**config.mk**
```make
export PLATFORM = sky130hd
export DESIGN_NAME = bus_hold_ctrl
export DESIGN_NICKNAME = d
export VERILOG_FILES = /design/src/rtl/bhh_pkg.sv /design/src/rtl/bhh_sync.sv /design/src/rtl/bhh_fsm.sv /design/src/rtl/bhh_req_latch.sv /design/src/rtl/bus_hold_ctrl.sv
export SDC_FILE = /design/constraint.sdc
export NUM_CORES = 1
export LEC_CHECK = 0
export ABC_AREA = 0
export BUFFER_PORTS_ARGS = -buffer_cell sky130_fd_sc_hd__clkbuf_2
export CAP_MARGIN = 20
export CORE_AREA = 2 2 39 41
export CTS_CLUSTER_SIZE = 28
export DETAILED_ROUTE_END_ITERATION = 6
export DIE_AREA = 0 0 41 43
export PLACE_DENSITY = 0.32
export SETUP_SLACK_MARGIN = 0.4
export SKIP_CTS_REPAIR_TIMING = 1
export SLEW_MARGIN = 0
export SYNTH_ARGS = -nofsm -noshare
export SYNTH_HDL_FRONTEND = slang
export SYNTH_SLANG_ARGS = --single-unit
```
**constraint.sdc**
```tcl
create_clock -name clk -period 1.2 [get_ports clk]
set_input_delay 0.24 -clock clk [delete_from_list [all_inputs] [get_ports clk]]
set_output_delay 0.24 -clock clk [all_outputs]
set_load 0.005 [all_outputs]
```
**src/rtl/bhh_pkg.sv**
```systemverilog
package bhh_pkg;

  typedef enum logic [1:0] {
    PH_RELEASED = 2'd0,
    PH_GRANTING = 2'd1,
    PH_HELD     = 2'd2,
    PH_RECOVER  = 2'd3
  } bhh_phase_e;

  localparam int BHH_SYNC_DEFAULT = 2;

  function automatic logic phase_floats(bhh_phase_e ph);
    return (ph == PH_HELD) || (ph == PH_RECOVER);
  endfunction

endpackage

```
**src/rtl/bhh_sync.sv**
```systemverilog
module bhh_sync #(
  parameter int STAGES    = 2,
  parameter bit RESET_VAL = 1'b1
) (
  input  logic clk,
  input  logic rst_n,
  input  logic async_in,
  output logic sync_out
);

  localparam int LAST = STAGES - 1;

  logic [LAST:0] chain;

  generate
    genvar gi;
    for (gi = 0; gi < STAGES; gi++) begin : g_stage
      if (gi == 0) begin : g_first
        always_ff @(posedge clk or negedge rst_n) begin
          if (!rst_n) chain[0] <= RESET_VAL;
          else        chain[0] <= async_in;
        end
      end else begin : g_next
        always_ff @(posedge clk or negedge rst_n) begin
          if (!rst_n) chain[gi] <= RESET_VAL;
          else        chain[gi] <= chain[gi-1];
        end
      end
    end
  endgenerate

  assign sync_out = chain[LAST];

endmodule

```
**src/rtl/bhh_fsm.sv**
```systemverilog
module bhh_fsm
  import bhh_pkg::*;
(
  input  logic clk,
  input  logic rst_n,
  input  logic hold_seen,
  input  logic hold_en,
  input  logic bus_idle,
  output logic in_held,
  output logic stay_held,
  output logic float_o
);

  bhh_phase_e phase_q, phase_d;
  logic       keep_hold;

  assign keep_hold = hold_seen && hold_en;

  always_comb begin
    phase_d = phase_q;
    unique case (phase_q)
      PH_RELEASED: if (keep_hold) phase_d = PH_GRANTING;
      PH_GRANTING: begin
        if (!keep_hold)    phase_d = PH_RELEASED;
        else if (bus_idle) phase_d = PH_HELD;
      end
      PH_HELD:     if (!keep_hold) phase_d = PH_RECOVER;
      PH_RECOVER:  phase_d = PH_RELEASED;
      default:     phase_d = PH_RELEASED;
    endcase
  end

  always_ff @(posedge clk or negedge rst_n) begin
    if (!rst_n) phase_q <= PH_RELEASED;
    else        phase_q <= phase_d;
  end

  assign in_held   = (phase_q == PH_HELD);
  assign stay_held = in_held && (phase_d == PH_HELD);
  assign float_o   = phase_floats(phase_q);

endmodule

```
**src/rtl/bhh_req_latch.sv**
```systemverilog
module bhh_req_latch (
  input  logic clk,
  input  logic rst_n,
  input  logic in_held,
  input  logic stay_held,
  input  logic cyc_pending,
  output logic req_active
);

  logic seen_q;

  always_ff @(posedge clk or negedge rst_n) begin
    if (!rst_n)         seen_q <= 1'b0;
    else if (stay_held) seen_q <= seen_q | cyc_pending;
    else                seen_q <= 1'b0;
  end

  assign req_active = in_held && (seen_q || cyc_pending);

endmodule

```
**src/rtl/bus_hold_ctrl.sv**
```systemverilog
module bus_hold_ctrl
  import bhh_pkg::*;
#(
  parameter int SYNC_STAGES = BHH_SYNC_DEFAULT
) (
  input  logic clk,
  input  logic rst_n,
  input  logic hold_req_n,
  input  logic hold_en,
  input  logic bus_idle,
  input  logic cyc_pending,
  output logic hold_ack_n,
  output logic bus_req_n,
  output logic bus_float
);

  logic hold_req_sync_n;
  logic hold_seen;
  logic in_held;
  logic stay_held;
  logic float_w;
  logic req_active;

  bhh_sync #(
    .STAGES    (SYNC_STAGES),
    .RESET_VAL (1'b1)
  ) u_sync (
    .clk      (clk),
    .rst_n    (rst_n),
    .async_in (hold_req_n),
    .sync_out (hold_req_sync_n)
  );

  assign hold_seen = ~hold_req_sync_n;

  bhh_fsm u_fsm (
    .clk       (clk),
    .rst_n     (rst_n),
    .hold_seen (hold_seen),
    .hold_en   (hold_en),
    .bus_idle  (bus_idle),
    .in_held   (in_held),
    .stay_held (stay_held),
    .float_o   (float_w)
  );

  bhh_req_latch u_req (
    .clk         (clk),
    .rst_n       (rst_n),
    .in_held     (in_held),
    .stay_held   (stay_held),
    .cyc_pending (cyc_pending),
    .req_active  (req_active)
  );

  assign hold_ack_n = ~in_held;
  assign bus_req_n  = ~req_active;
  assign bus_float  = float_w;

endmodule

```
==> results.md, run 1 <==
- Outcome: finished with violations
- Failing checks: setup timing
- Final worst setup slack: -45.4 ps
- Worst path cell trace: nor2b_4 -> inv_2 -> clkbuf_2
- Worst-Margin Slew: 273 ps
- P per Cell Area: 1500 nW/um^2
- DR iter-0 viols: 0
- Setup slack, reg-to-reg: 230 ps
- # diodes: 0
- Vias in the first global route: 165
- Worst-Skew Late Latency: 240 ps
- Seq cells post-synth: 5
- Initial Util: 15.3%
- Fin nets: 37
- Global-route wire length before repair: 627 um
- Synth top area share: 35.5%
- Drt total wl: 471 um
- Rows: 14
- Crit. End Element: primary output
- Antenna violations before repair: 0
- Sequential cell area fraction in the yosys report: 60.4%
- CP Data Required Time: 960 ps
- Class of the worst hold path: in -> reg
- Cell taking the most area after synthesis: dfrtp_1
- Grt total ovfl: 0
- Critical path peak fanout: 5
- Detail Route Antenna Nets: 0
- CTS tree: yes
- Wirelength per Cell: 10.2 um
- Hold depth: 1
- Peak supply drop: 0.553 mV
- Critical path launch point type: flip-flop
- Worst R2R Start: u_sync.sync_out$_DFF_PN1_
- DIE WIDTH: 41 um
- Post-synthesis cell type count: 13
- HP Start: hold_req_n
- Vias: 177
- Routability cong.: 0.577
- Clk Tree Root Cell: clkbuf_4
- Worst slew margin: 81.5%
- Syn nets: 23
- Inst Count DP: 40
- Top post-synthesis cells by area: dfrtp_1 36%, dfstp_2 25%, nor4b_1 8.3%
- Arrival time worst endpoint: 1010 ps
- Vias per cell: 3.85
- Cells after synthesis: 17
- Crit path max-delay cell type: dfrtp_2
- Depth of the most critical reg-to-reg path: 2
- Final Non-Filler Cells: 46
- Largest net degree at the start of global routing: 6
- Critical Path Source: u_fsm.phase_q[1]$_DFF_PN0_
- Average size of a mapped cell: 12.4 sq um
- Area occupied by multi-input gates: 101 sq um
- Max Root-Sink Buffers: 2
- Ys Warns: 0
- Setup Viol. Count Final: 2
- Peak Freq: 803 MHz
- Hold Vio Cnt, Final: 0
- Final worst path period share: 104%
- GRT Total Usage: 5.75%
- Largest stage delay, worst path: 440 ps
- Die ar.: 1760 sq um
- Area Growth Syn to Fin: 61.5%
- Final clock skew: 0.895 ps
- Hold path endpoint: u_sync.chain[0]$_DFF_PN1_
- RR Endpoint: u_fsm.phase_q[0]$_DFF_PN0_
- Pre-CTS WS: 204 ps
- Cell area after layout: 342 sq um
- Placed cell areas: 272 sq um
- Maxcap violations: 0
- Power Total: 512 uW
- Mapped cell area: 211 sq um
- Share of cells above drive strength 1: 70.0%
- 1st-pass router iterations: 1
- Pleak: 0.151 nW
- H-tree Lvls: 1
- Number of remaining DRC errors: 0
- Register Area: 129 sq um
- RSZ-0062 raised after global routing: true
- Worst-path clk slew: 40 ps
- Number of fill cells: 156
- Core Box Area: 1380 sq um
- IO buf count: 8
- Worst Hold Slack: 85.4 ps
- Ports: 9
- Total CTS buffers: 3
- Die height: 43 um
- Clock Sink Count: 5
- Final min period: 1250 ps
- Critical path class: reg -> out
- Max Slew Vio Count: 0
==> cells in the mapped netlist <==
library cell,count
a211o_1,1
clkbuf_1,1
dfrtp_1,3
dfstp_2,2
inv_2,1
nand2_1,1
nand2b_1,1
nor2_1,1
nor2b_4,1
nor3_2,1
nor4b_1,2
o21ai_0,1
o31ai_1,1
==> kinds of logic after synthesis <==
family                 count (synthesis)  synth area share, %
AND/OR/NAND/NOR                        7                 26.0
flip-flops                             5                 60.4
buffers and inverters                  2                 3.55
AO/OA/AOI/OAI                          3                 10.1
==> placed cells by master (no fill, tap or decap) <==
cell	n
nand2b_4	1
dlygate4sd3_1	1
a211o_1	1
nor3_2	1
dfrtp_1	2
o31ai_4	1
nor4b_1	2
clkbuf_2	7
clkbuf_1	1
buf_6	1
nand2_1	1
nor2b_4	1
inv_2	1
o21ai_2	1
buf_2	1
dfstp_2	2
dfrtp_2	1
clkbuf_4	3
nor2_1	1
==> layout make-up <==
class | count | share of cell area (%)
inverters | 1 | 1.10
repair buffers | 10 | 17.9
multi-input cells | 10 | 29.7
flip-flops and latches | 5 | 37.7
well taps | 16 | 5.86
clock buffers | 4 | 7.69
==> power breakdown <==
part           switching (mW)  total (mW)  internal (mW)
clock network          0.0619       0.187          0.125
logic                  0.0459       0.107         0.0613
registers              0.0252       0.218          0.193
==> per-layer routing <==
metal,vias to the layer above,track usage [%],part of all wire (%)
li1,86,-,-
met1,85,5.88,35
met2,6,7.50,57
met3,0,4.71,7.6
met4,0,4.00,0
met5,-,0,0
==> worst max-delay path by stage <==
stage / to / slack, ps / cells past startpoint
CTS: hold_ack_n / -50 / 3
detailed placement: hold_ack_n / 200 / 3
finish: hold_ack_n / -50 / 3
global route: hold_ack_n / -110 / 3
floorplan: u_fsm.phase_q[0]$_DFF_PN0_ / 270 / 2
global placement: hold_ack_n / 220 / 3
==> sequential cells by signal (all words and copies together) (netlist names) <==
signal / count
u_fsm.phase_q: 2
u_req.seen_q: 1
u_sync.chain: 1
u_sync.sync_out: 1
==> worst max-delay path, delay by kind of cell (launching register included) <==
kind / cells / cell delay, ps
buf+inv: 2 / 180
flops: 1 / 440
simple gates: 1 / 150
==> per-stage QoR <==
stage | utilization, % | TNS, ps
2_1_floorplan | - | 0
3_3_place_gp | 19.6 | 0
3_5_place_dp | 19.6 | 0
4_1_cts | 21.5 | -106
5_1_grt | 24.7 | -217
6_report | 24.7 | -82.8
(Power assumes the default switching activity.)
==> run 2: changes to the inputs <==
Settings changed: CORE_AREA 2 2 39 41 to 4 4 41 43, DIE_AREA 0 0 41 43 to 0 0 45 47, PLACE_DENSITY 0.32 to 0.33.
Clock period 1.2 ns to 1.1 ns, I/O delays scaled along.
==> results.md, run 2 (synthesized netlist as in run 1, its figures left out) <==
- Outcome: finished with violations
- Failing checks: setup timing
- Critical path class: reg -> out
- Worst slew margin: 84.0%
- CTS tree: yes
- Share of cells above drive strength 1: 70.0%
- Largest Register: u_fsm.phase_q
- Crit. End Element: primary output
- P per Cell Area: 1610 nW/um^2
- Die height: 47 um
- Power Total: 544 uW
- Drt total wl: 424 um
- Ports: 9
- Final min period: 1200 ps
- Crit path max-delay cell type: dfrtp_2
- Setup TNS: -195 ps
- Fin nets: 37
- Vias: 175
- Final clock skew: 0.415 ps
- Clk Tree Root Cell: clkbuf_4
- Cell area after layout: 338 sq um
- Largest net degree at the start of global routing: 6
- DIE WIDTH: 45 um
- Area Growth Syn to Fin: 59.8%
- Core Box Area: 1300 sq um
- Initial Util: 16.3%
- RSZ-0062 raised after global routing: true
- Class of the worst hold path: in -> reg
- Peak Freq: 835 MHz
- Commonest non-fill, non-tap cell in the layout: clkbuf_2
- Total CTS buffers: 3
- 1st-pass router iterations: 1
- Post-layout util: 26.0%
- Final worst setup slack: -97.8 ps
- Hold Vio Cnt, Final: 0
- Worst-path clk slew: 40 ps
- Global-route wire length before repair: 676 um
- Final worst path period share: 109%
- Rows: 13
- H-tree Lvls: 1
- Pleak: 0.154 nW
- Grt total ovfl: 0
- DR iter-0 viols: 0
- Worst path cell trace: nor2b_4 -> inv_2 -> clkbuf_2
- Critical path peak fanout: 5
- Largest stage delay, worst path: 420 ps
- Die ar.: 2120 sq um
- # diodes: 0
- IO buf count: 8
- Vias per cell: 3.89
- Placed cell areas: 270 sq um
- Worst-Margin Slew: 236 ps
- GRT Total Usage: 4.77%
- Detail Route Antenna Nets: 0
- Critical path launch point type: flip-flop
- Number of remaining DRC errors: 0
- Largest register FFs: 2
- Max Slew Vio Count: 0
- Routability cong.: 0.722
- Worst path top cell family by delay: flip-flops
- Most frequent cells in the layout: 7 x clkbuf_2, 3 x clkbuf_4, 2 x dfrtp_1, 2 x dfstp_2
- Max Root-Sink Buffers: 2
- Wirelength per Cell: 9.42 um
- Peak supply drop: 0.467 mV
- Arrival time worst endpoint: 980 ps
- Worst-Skew Late Latency: 230 ps
- Antenna violations before repair: 0
- Setup Viol. Count Final: 2
- Number of fill cells: 143
- Vias in the first global route: 191
- Maxcap violations: 0
- Clock Sink Count: 5
- Buf/Inv on CP: 2
- CP Data Required Time: 880 ps
==> run 2: path summary, 6_finish.rpt <==
path / slack [ps] / to / cells past startpoint / start
worst max-delay path: -100 / hold_ack_n / 3 / u_fsm.phase_q[1]$_DFF_PN0_
worst min register to register: 350 / u_sync.sync_out$_DFF_PN1_ / 0 / u_sync.chain[0]$_DFF_PN1_
min in group asynchronous: 330 / u_fsm.phase_q[0]$_DFF_PN0_ / 2 / rst_n
worst min-delay path: 70 / u_sync.chain[0]$_DFF_PN1_ / 1 / hold_req_n
worst max register to register: 110 / u_fsm.phase_q[0]$_DFF_PN0_ / 2 / u_sync.sync_out$_DFF_PN1_
max in group asynchronous: 560 / u_sync.sync_out$_DFF_PN1_ / 2 / rst_n
==> run 2: through the flow <==
stage / hold WS, ps / instances / worst slack (ps)
global route: 54.7 / 45 / -153
floorplan: -75.6 / 17 / 172
CTS: -216 / 43 / -155
finish: 67.9 / 45 / -97.8
detailed placement: 41.5 / 39 / 104
global placement: 40.8 / 39 / 125
==> run 2: final cells by class <==
| class | instances | area [sq um] | share of cell area, % |
|---|---|---|---|
| flip-flops and latches | 5 | 129 | 38.1 |
| clock buffers | 4 | 26.3 | 7.78 |
| multi-input cells | 10 | 103 | 30.4 |
| repair buffers | 10 | 57.6 | 17.0 |
| inverters | 1 | 3.75 | 1.11 |
| well taps | 15 | 18.8 | 5.56 |
==> run 2: report_power, final <==
group | total, mW | internal [mW] | switching (mW) | leakage [nW]
registers | 0.234 | 0.210 | 0.0238 | 0.0597
clock network | 0.202 | 0.137 | 0.0655 | 0.0150
logic | 0.108 | 0.0615 | 0.0464 | 0.0794
==> run 2: worst reg2reg max path: cells and delay by family, from the launching register on <==
kind               cells  cell delay, ps
DFF                    1             560
AOI/OAI and AO/OA      1             260
and+or+nand+nor        1              50
==> run 2: metal layers <==
layer,wire [um],track usage (%),share of wire (%)
met5,0,0,0
met1,154,4.39,36
met2,219,7.06,52
met3,49,2.68,12
met4,0,5.26,0
